--- src/rtl/ocPkg.sv ---
package ocPkg;
  localparam int OC_CH = 8;
  localparam int CH7 = OC_CH - 1;
  localparam int ACT_W = 2;
  localparam int REG_AW = 2;
  localparam logic [REG_AW-1:0] ADDR_FORCE = 2'd0;
  localparam logic [REG_AW-1:0] ADDR_MASK  = 2'd1;
  localparam logic [REG_AW-1:0] ADDR_DATA  = 2'd2;
  localparam logic [ACT_W-1:0] ACT_NONE = 2'b00;
  localparam logic [ACT_W-1:0] ACT_TOG  = 2'b01;
  localparam logic [ACT_W-1:0] ACT_LOW  = 2'b10;
  localparam logic [ACT_W-1:0] ACT_HIGH = 2'b11;

  typedef struct packed {
    logic [OC_CH-1:0] hit;   // real compare match
    logic [OC_CH-1:0] fire;  // apply pin action (match or force)
  } ocStrobe_t;
endpackage

--- src/rtl/ocCtrl.sv ---
module ocCtrl
  import ocPkg::*;
#(
  parameter int CNT_W = 16
) (
  input  logic                     clk,
  input  logic                     rstN,
  input  logic [CNT_W-1:0]         cntVal,
  input  logic                     cntInc,
  input  logic [OC_CH*CNT_W-1:0]   cmpVal,
  input  logic [OC_CH-1:0]         ocMode,
  input  logic                     regWrEn,
  input  logic [REG_AW-1:0]        regAddr,
  input  logic [OC_CH-1:0]         regWrData,
  output logic [OC_CH-1:0]         regRdData,
  output logic [OC_CH-1:0]         mask7,
  output logic [OC_CH-1:0]         data7,
  output ocStrobe_t                stb
);
  logic [OC_CH-1:0] forceBits;
  logic [OC_CH-1:0] hitVec;

  for (genvar n = 0; n < OC_CH; n++) begin : g_cmp
    assign hitVec[n] = cntInc && ocMode[n] && (cntVal == cmpVal[n*CNT_W +: CNT_W]);
  end

  assign forceBits = (regWrEn && regAddr == ADDR_FORCE) ? regWrData : '0;
  assign stb.hit  = hitVec;
  assign stb.fire = hitVec | (forceBits & ocMode);

  always_ff @(posedge clk or negedge rstN) begin
    if (!rstN) begin
      mask7 <= '0;
      data7 <= '0;
    end else if (regWrEn) begin
      if (regAddr == ADDR_MASK) mask7 <= regWrData;
      if (regAddr == ADDR_DATA) data7 <= regWrData;
    end
  end

  always_comb begin
    case (regAddr)
      ADDR_MASK: regRdData = mask7;
      ADDR_DATA: regRdData = data7;
      default:   regRdData = '0;
    endcase
  end

  // Mask register keeps its value across cycles without a mask write
  assert_mask_hold_R6: assert property (@(posedge clk) disable iff (!rstN)
    !(regWrEn && regAddr == ADDR_MASK) |=> $stable(mask7));
  // Events are only produced for output-compare channels
  assert_mode_gate_R10: assert property (@(posedge clk) disable iff (!rstN)
    (stb.fire & ~ocMode) == '0);
endmodule

--- src/rtl/ocDatapath.sv ---
module ocDatapath
  import ocPkg::*;
(
  input  logic                     clk,
  input  logic                     rstN,
  input  ocStrobe_t                stb,
  input  logic [OC_CH*ACT_W-1:0]   pinAct,
  input  logic [OC_CH-1:0]         mask7,
  input  logic [OC_CH-1:0]         data7,
  input  logic [OC_CH-1:0]         dirBits,
  input  logic [OC_CH-1:0]         ocMode,
  input  logic [OC_CH-1:0]         flagClr,
  output logic [OC_CH-1:0]         portOut,
  output logic [OC_CH-1:0]         portOe,
  output logic [OC_CH-1:0]         matchFlag
);
  logic [OC_CH-1:0] nextPort;

  for (genvar n = 0; n < OC_CH; n++) begin : g_pin
    logic [ACT_W-1:0] act;
    assign act = pinAct[n*ACT_W +: ACT_W];

    always_comb begin
      nextPort[n] = portOut[n];
      if (stb.fire[n] && !mask7[n]) begin
        case (act)
          ACT_TOG:  nextPort[n] = ~portOut[n];
          ACT_LOW:  nextPort[n] = 1'b0;
          ACT_HIGH: nextPort[n] = 1'b1;
          default:  nextPort[n] = portOut[n];
        endcase
      end
      if (stb.fire[CH7] && mask7[n]) nextPort[n] = data7[n];
    end

    assign portOe[n] = dirBits[n]
                     | (mask7[n] & ocMode[CH7])
                     | (ocMode[n] & (act != ACT_NONE) & ~mask7[n]);

    // Pin holds when neither its channel nor a masked channel-7 event fires
    assert_pin_hold_R8: assert property (@(posedge clk) disable iff (!rstN)
      !(stb.fire[n] && !mask7[n]) && !(stb.fire[CH7] && mask7[n]) |=> $stable(portOut[n]));
    // Toggle flips the pin exactly once
    assert_toggle_once_R4: assert property (@(posedge clk) disable iff (!rstN)
      stb.fire[n] && !mask7[n] && act == ACT_TOG |=> portOut[n] != $past(portOut[n]));
    // Channel-7 mask transfer wins
    assert_mask_load_R7: assert property (@(posedge clk) disable iff (!rstN)
      stb.fire[CH7] && mask7[n] |=> portOut[n] == $past(data7[n]));
    // Real match raises the flag
    assert_flag_set_R1: assert property (@(posedge clk) disable iff (!rstN)
      stb.hit[n] |=> matchFlag[n]);
    // Force alone never raises a flag
    assert_force_no_flag_R3: assert property (@(posedge clk) disable iff (!rstN)
      stb.fire[n] && !stb.hit[n] && !matchFlag[n] |=> !matchFlag[n]);
  end

  always_ff @(posedge clk or negedge rstN) begin
    if (!rstN) begin
      portOut   <= '0;
      matchFlag <= '0;
    end else begin
      portOut   <= nextPort;
      matchFlag <= (matchFlag & ~flagClr) | stb.hit;
    end
  end
endmodule

--- src/rtl/oc_pin_unit.sv ---
module oc_pin_unit
  import ocPkg::*;
#(
  parameter int CNT_W = 16
) (
  input  logic                   clk,
  input  logic                   rstN,
  input  logic [CNT_W-1:0]       cntVal,
  input  logic                   cntInc,
  input  logic [OC_CH*CNT_W-1:0] cmpVal,
  input  logic [OC_CH-1:0]       ocMode,
  input  logic [OC_CH*ACT_W-1:0] pinAct,
  input  logic [OC_CH-1:0]       dirBits,
  input  logic [OC_CH-1:0]       flagClr,
  input  logic                   regWrEn,
  input  logic [REG_AW-1:0]      regAddr,
  input  logic [OC_CH-1:0]       regWrData,
  output logic [OC_CH-1:0]       regRdData,
  output logic [OC_CH-1:0]       portOut,
  output logic [OC_CH-1:0]       portOe,
  output logic [OC_CH-1:0]       matchFlag
);
  ocStrobe_t stb;
  logic [OC_CH-1:0] mask7;
  logic [OC_CH-1:0] data7;

  ocCtrl #(.CNT_W(CNT_W)) i_ctrl (
    .clk(clk), .rstN(rstN), .cntVal(cntVal), .cntInc(cntInc), .cmpVal(cmpVal),
    .ocMode(ocMode), .regWrEn(regWrEn), .regAddr(regAddr), .regWrData(regWrData),
    .regRdData(regRdData), .mask7(mask7), .data7(data7), .stb(stb)
  );

  ocDatapath i_dp (
    .clk(clk), .rstN(rstN), .stb(stb), .pinAct(pinAct), .mask7(mask7),
    .data7(data7), .dirBits(dirBits), .ocMode(ocMode), .flagClr(flagClr),
    .portOut(portOut), .portOe(portOe), .matchFlag(matchFlag)
  );
endmodule

--- config.mk ---
export PLATFORM = sky130hd
export DESIGN_NAME = oc_pin_unit
export DESIGN_NICKNAME = d
export VERILOG_FILES = /design/src/rtl/ocPkg.sv /design/src/rtl/ocCtrl.sv /design/src/rtl/ocDatapath.sv /design/src/rtl/oc_pin_unit.sv
export SDC_FILE = /design/constraint.sdc
export NUM_CORES = 1
export LEC_CHECK = 0
export BUFFER_PORTS_ARGS = -buffer_cell sky130_fd_sc_hd__buf_2
export CAP_MARGIN = 20
export CORE_MARGIN = 2
export CORE_UTILIZATION = 25
export DETAILED_ROUTE_END_ITERATION = 12
export HOLD_SLACK_MARGIN = 0.05
export PLACE_DENSITY = 0.64
export SYNTH_ARGS = -nofsm -noshare
export SYNTH_HDL_FRONTEND = slang
export SYNTH_SLANG_ARGS = --single-unit
export TNS_END_PERCENT = 10
--- constraint.sdc ---
create_clock -name clk -period 1.95 [get_ports clk]
set_input_delay 0.4875 -clock clk [delete_from_list [all_inputs] [get_ports clk]]
set_output_delay 0.4875 -clock clk [all_outputs]
set_load 0.01 [all_outputs]
==> run_results.csv, run 1 <==
group,metric,value,unit
layout,antenna_cells,0,
worst_setup_path,worstPathMaxFanout,8,
power_and_ir_drop,total_power,3060,uW
clock_tree,cts.path.max_buffers,2,
route,wire_per_inst,17.3,um
layout,fin_util,0.416,
worst_setup_path,slowest_delay,0.33,ns
timing,fin_skew,0.00347,ns
clock_tree,cts_hold_buf,0,
synth,synthCells,419,
floorplan,initial_core_util,0.254,
synth,syn_area,3680,um^2
synth,yosysSeqAreaShare,0.218,
clock_tree,clk-insertion-delay-late,0.28,ns
worst_setup_path,critPathSlowestCell,"a211o_1",
layout,drive_above_1_share,0.522,
floorplan,ioPinCount,230,
route,drtPass1Iterations,4,
timing,relSlewSlack,0.659,
clock_tree,numCtsBuffers,5,
worst_setup_path,cp.required,2.11,ns
placed_design,pre_cts_slack,-0.521,ns
worst_setup_path,cp-start-kind,"primary input",
placed_design,portBuffers,229,
placed_design,gp_congestion,0.884,
global_route,grt_pass1_vias,4151,
timing,fmax,476,MHz
synth,async_flop_share,1.00,
timing,worst_slew_pin_slew,0.511,ns
route,drt_iter0_markers,118,
placed_design,numPlacedInstances,878,
synth,synth_area_per_cell,8.78,um^2
timing,fin_crit_sh,1.08,
timing,hold_viol,0,
worst_hold_path,hold_class,"primary input to asynchronous set/reset pin",
timing,finalSetupViolCount,8,
worst_setup_path,crit_chain,"buf_2 -> buf_12 -> xnor2_1 -> nand4_1 -> nor4_2 -> nand4_1 -> a211o_1 -> a311o_1",
run_status,status,"finished with violations",
worst_setup_path,critical_path_class,"primary input to flop",
synth,synth_edf_count,0,
timing,period_needed,2.10,ns
synth,ys_warn_count,0,
global_route,antenna_found_initial,0,
clock_tree,clk_pin_slew_worst_paths,0.05,ns
placed_design,hpwl,12.8,mm
worst_setup_path,path_buf_inv,2,
power_and_ir_drop,peakVddDrop,297,uV
global_route,track_usage,0.184,
run_status,violations,"setup timing",
worst_setup_path,arrival,2.26,ns
global_route,overflow,0,
timing,slew_viol_final,0,
power_and_ir_drop,static-leakage-power,0.00275,uW
synth,ys_ff_latch,32,
job,cap_violations,0,
layout,synthToLayoutAreaGrowth,63.8,%
floorplan,die_h,125,um
synth,synth_nets,632,
floorplan,die_w,125,um
clock_tree,cts-root-buf,"clkbuf_16",
route,drc,0,
synth,dominantRegCellSynth,"dfrtp_1",
power_and_ir_drop,power_density,507,nW/um^2
worst_setup_path,crit_family,"simple AND/OR/NAND/NOR gates",
worst_setup_path,cp-end-kind,"flop",
route,wl,15.4,mm
floorplan,rows,44,
floorplan,core_region_area,14500,um^2
route,antenna_left,0,
timing,finalWorstSetupSlack,-0.149,ns
floorplan,dieArea,15700,um^2
global_route,grt_pass1_wl,22.6,mm
timing,grt_setup_unrepaired,"true",
clock_tree,htreeDepth,2,
worst_setup_path,r2r_slack,0.53,ns
synth,synth_cell_types,38,
route,viasPerCell,4.62,
clock_tree,cts_tree,"built",
worst_setup_path,cp_common_cell,"nand4_1",
clock_tree,clkSinkCount,32,
global_route,grt_max_degree,33,
layout,nets,916,
route,via_count,4094,
layout,fin_cells,887,
[placed cells by master (no fill, tap or decap), types with 6 or more instances in the layout]
cell / count
mux2_2: 16
xor2_1: 11
a21oi_1: 16
dfrtp_1: 32
o21ai_0: 15
ha_1: 13
nand2_1: 12
mux2i_1: 6
nand3_1: 15
nor2b_1: 10
xor2_2: 7
nand4_1: 27
nand2b_1: 6
xnor2_2: 13
buf_6: 9
buf_4: 63
xnor2_1: 96
buf_2: 215
nor4_2: 6
buf_12: 8
inv_1: 23
nor2_1: 19
[logic make-up (layout without fill, tap and decap cells)]
logic type	Yosys count	after routing	synth area share
flip-flops	32	32	0.218
buffers and inverters	45	328	0.0680
multiplexers	22	22	0.0653
AND/OR/NAND/NOR	112	113	0.168
adder cells (fa/ha/maj)	15	15	0.0510
XOR/XNOR	128	128	0.313
AO/OA/AOI/OAI	65	65	0.118
[what timing repair did]
item,CTS,global route
endpoints found under the setup margin,16,17
buffers inserted,1,1
gates resized for setup,18,63
pin swaps,6,38
gates cloned,0,1
[through the flow]
stage | hold slack [ns] | TNS, ns | area [um^2]
3_5_place_dp | 0.510 | -5.20 | 5480
5_1_grt | 0.278 | -1.31 | 6030
4_1_cts | 0.249 | -0.931 | 5710
2_1_floorplan | 0.192 | -1.35 | 3680
6_report | 0.236 | -0.707 | 6030
3_3_place_gp | 0.506 | -4.74 | 5480
[layer usage]
| metal | GRT usage | up-vias | part of all wire |
|---|---|---|---|
| li1 | - | 2021 | - |
| met1 | 0.235 | 1879 | 0.43 |
| met2 | 0.333 | 175 | 0.50 |
| met3 | 0.0257 | 19 | 0.059 |
| met4 | 0.0340 | 0 | 0.014 |
| met5 | 0 | - | 0 |
[path summary, 6_finish.rpt]
kind,startpoint,end,depth (start not counted)
max in group asynchronous,rstN,i_dp.matchFlag[0]$_DFF_PN0_,2
min,rstN,i_dp.matchFlag[3]$_DFF_PN0_,2
min reg2reg,i_dp.matchFlag[2]$_DFF_PN0_,i_dp.matchFlag[2]$_DFF_PN0_,2
min in group clk,flagClr[3],i_dp.matchFlag[3]$_DFF_PN0_,2
max,cntVal[10],i_dp.portOut[1]$_DFFE_PN0P_,8
max reg2reg,i_ctrl.mask7[4]$_DFFE_PN0P_,i_dp.portOut[4]$_DFFE_PN0P_,2
[report_power, final]
part	leakage, uW	switching [uW]	internal [uW]	total, uW
clock	0.0000760	274	535	808
combinational	0.00227	589	716	1300
sequential	0.000400	152	794	946
total	0.00275	1010	2050	3060
[layout make-up]
class | instances | area (um^2)
Clock buffer | 7 | 153
Fill cell | 1473 | 8450
Inverter | 23 | 86.3
Multi-Input combinational cell | 343 | 2900
Sequential cell | 32 | 801
Tap cell | 184 | 230
Timing Repair Buffer | 298 | 1860
[registers in the layout (all words and copies together) (netlist names)]
| signal | count |
|---|---|
| i_dp.portOut | 8 |
| i_ctrl.mask7 | 8 |
| i_ctrl.data7 | 8 |
| i_dp.matchFlag | 8 |
[cell usage after synthesis, types with 4 or more instances]
cell type	instances	area (um^2)
nor4_1	7	43.8
nor2_1	21	78.8
nand4_1	27	169
o21ai_0	15	75.1
a21oi_1	17	85.1
dfrtp_1	32	801
nor3_1	4	20.0
nand3_1	16	80.1
nor2b_1	10	62.6
mux2i_1	6	60.1
xnor2_1	110	963
nand2_1	12	45.0
a311o_1	5	50.1
mux2_2	16	180
ha_1	15	188
xor2_1	14	123
inv_1	23	86.3
buf_2	8	40.0
nand2b_1	6	37.5
a31oi_1	4	25.0
a211o_1	5	43.8
buf_6	8	90.1
a22oi_1	8	60.1
a221o_1	4	40.0
xor2_2	4	65.1
Note: power is estimated with default switching activity, not from simulation.
==> run 2, diff against run 1 <==
--- a/config.mk
+++ b/config.mk
@@ -7,6 +7,7 @@
 export LEC_CHECK = 0
 export BUFFER_PORTS_ARGS = -buffer_cell sky130_fd_sc_hd__buf_2
 export CAP_MARGIN = 20
+export CORE_ASPECT_RATIO = 1.1
 export CORE_MARGIN = 2
 export CORE_UTILIZATION = 25
 export DETAILED_ROUTE_END_ITERATION = 12
==> run_results.csv, run 2 (synthesized netlist as in run 1, its figures left out) <==
group,metric,value,unit
run_status,status,"finished with violations",
run_status,violations,"setup timing",
route,antenna_left,0,
clock_tree,clk_pin_slew_worst_paths,0.05,ns
layout,nFillCells,1477,
placed_design,gp_congestion,0.821,
floorplan,die_h,131,um
global_route,track_usage,0.184,
power_and_ir_drop,internal_power,1950,uW
worst_setup_path,crit_chain,"buf_2 -> buf_4 -> xnor2_1 -> nand4_1 -> nor4_2 -> nand4_1 -> a211o_1 -> a311o_1",
layout,antenna_cells,0,
placed_design,hpwl,12.6,mm
timing,fin_skew,0.00390,ns
route,wl,14.8,mm
clock_tree,htreeDepth,2,
worst_setup_path,cp.required,2.11,ns
worst_setup_path,cp_common_cell,"nand4_1",
timing,fmax,486,MHz
timing,hold_viol,0,
timing,slew_viol_final,0,
floorplan,ioPinCount,230,
timing,fin_crit_sh,1.06,
timing,period_needed,2.06,ns
clock_tree,numCtsBuffers,5,
timing,grt_setup_unrepaired,"true",
placed_design,portBuffers,229,
layout,final_cell_mix,"buf_2, xnor2_1, buf_4",
route,drtPass1Iterations,4,
power_and_ir_drop,p_seq_frac,0.321,
layout,final_common_cell,"buf_2",
clock_tree,clkSinkCount,32,
route,viasPerCell,4.53,
worst_setup_path,slowest_delay,0.34,ns
power_and_ir_drop,pwr-share-clk,0.246,
floorplan,core_region_area,14400,um^2
clock_tree,cts_tree,"built",
floorplan,dieArea,15700,um^2
floorplan,rows,46,
timing,relSlewSlack,0.704,
worst_setup_path,cp-end-kind,"flop",
route,drt_iter0_markers,119,
placed_design,pre_cts_slack,-0.551,ns
layout,synthToLayoutAreaGrowth,61.4,%
worst_setup_path,cp-start-kind,"primary input",
global_route,overflow,0,
floorplan,die_w,120,um
worst_hold_path,hold_class,"primary input to asynchronous set/reset pin",
worst_setup_path,critical_path_class,"primary input to flop",
power_and_ir_drop,peakVddDrop,278,uV
power_and_ir_drop,swShare,0.340,
power_and_ir_drop,pwr-share-comb,0.432,
power_and_ir_drop,static-leakage-power,0.00273,uW
layout,fin_cells,890,
timing,finalWorstSetupSlack,-0.110,ns
worst_setup_path,worstPathMaxFanout,3,
power_and_ir_drop,p_sw,1000,uW
clock_tree,cts.path.max_buffers,2,
global_route,grt_pass1_vias,4156,
placed_design,numPlacedInstances,874,
route,drc,0,
worst_setup_path,arrival,2.22,ns
timing,worst_slew_pin_slew,0.445,ns
floorplan,initial_core_util,0.256,
global_route,grt_pass1_wl,22.2,mm
global_route,antenna_found_initial,0,
timing,tns,-0.400,ns
route,wire_per_inst,16.6,um
layout,drive_above_1_share,0.511,
worst_setup_path,critPathSlowestCell,"a211o_1",
layout,nets,913,
route,via_count,4036,
power_and_ir_drop,power_density,497,nW/um^2
timing,finalSetupViolCount,7,
global_route,grt_max_degree,33,
clock_tree,clk-insertion-delay-late,0.28,ns
clock_tree,cts-root-buf,"clkbuf_16",
job,cap_violations,0,
power_and_ir_drop,total_power,2950,uW
==> run 2: cell count changes in the layout (fill, tap and decap cells not counted), moves of 3 or more <==
cell,previous run,this run
xor2_2,7,4
buf_2,215,218
buf_4,63,57
xor2_1,11,14
==> run 2: timing repair <==
item,in CTS,in global routing
setup buffers,5,5
gates cloned,1,0
gates resized for setup,38,34
pin swaps,25,32
endpoints found under the setup margin,16,16
hold buffers,0,0
==> run 2: area by class of cell <==
cell class | count | area, um^2 | share of cell area
Sequential cell | 32 | 801 | 0.135
Clock buffer | 5 | 125 | 0.0211
Timing Repair Buffer | 296 | 1820 | 0.306
Inverter | 23 | 86.3 | 0.0145
Multi-Input combinational cell | 342 | 2870 | 0.483
Tap cell | 192 | 240 | 0.0405
==> run 2: metal layers <==
metal	vias to the layer above	GRT usage	share of wire
met4	0	0.0621	0.026
li1	2017	-	-
met2	162	0.338	0.51
met3	23	0.0295	0.058
met1	1834	0.214	0.41
met5	-	0	0
==> run 2: through the flow <==
step	cell area (um^2)	hold slack [ns]	utilization
5_1_grt	5940	0.284	0.413
6_report	5940	0.235	0.413
3_5_place_dp	5370	0.519	0.373
2_1_floorplan	3680	0.192	-
3_3_place_gp	5370	0.510	0.373
4_1_cts	5700	0.253	0.396
==> run 2: power by group through the flow <==
stage	clock [uW]	sequential (uW)	combinational (uW)
after detailed placement	0	955	1190
after global placement	0	955	1170
after global routing	762	969	1400
after CTS	743	945	1230
after floorplan	0	937	624
final	726	948	1280
==> run 2: path summary, 6_finish.rpt <==
path                                             start                          end  slack, ns  cells past startpoint
setup reg to reg           i_ctrl.mask7[2]$_DFFE_PN0P_  i_dp.portOut[2]$_DFFE_PN0P_       0.53                      2
hold / removal                                    rstN  i_dp.matchFlag[0]$_DFF_PN0_       0.23                      2
max in group asynchronous                         rstN  i_ctrl.data7[4]$_DFFE_PN0P_       1.39                      2
setup / recovery                             cntVal[0]  i_dp.portOut[3]$_DFFE_PN0P_      -0.11                      8
min in group clk                            flagClr[4]  i_dp.matchFlag[4]$_DFF_PN0_       0.38                      2
hold reg to reg            i_dp.matchFlag[0]$_DFF_PN0_  i_dp.matchFlag[0]$_DFF_PN0_       0.52                      2
==> run 2: worst max-delay path, delay by kind of cell <==
family / cells / cell delay (ns)
AND/OR/NAND/NOR: 3 / 0.67
AO/OA/AOI/OAI: 2 / 0.61
buffers and inverters: 2 / 0.27
XOR/XNOR: 1 / 0.19
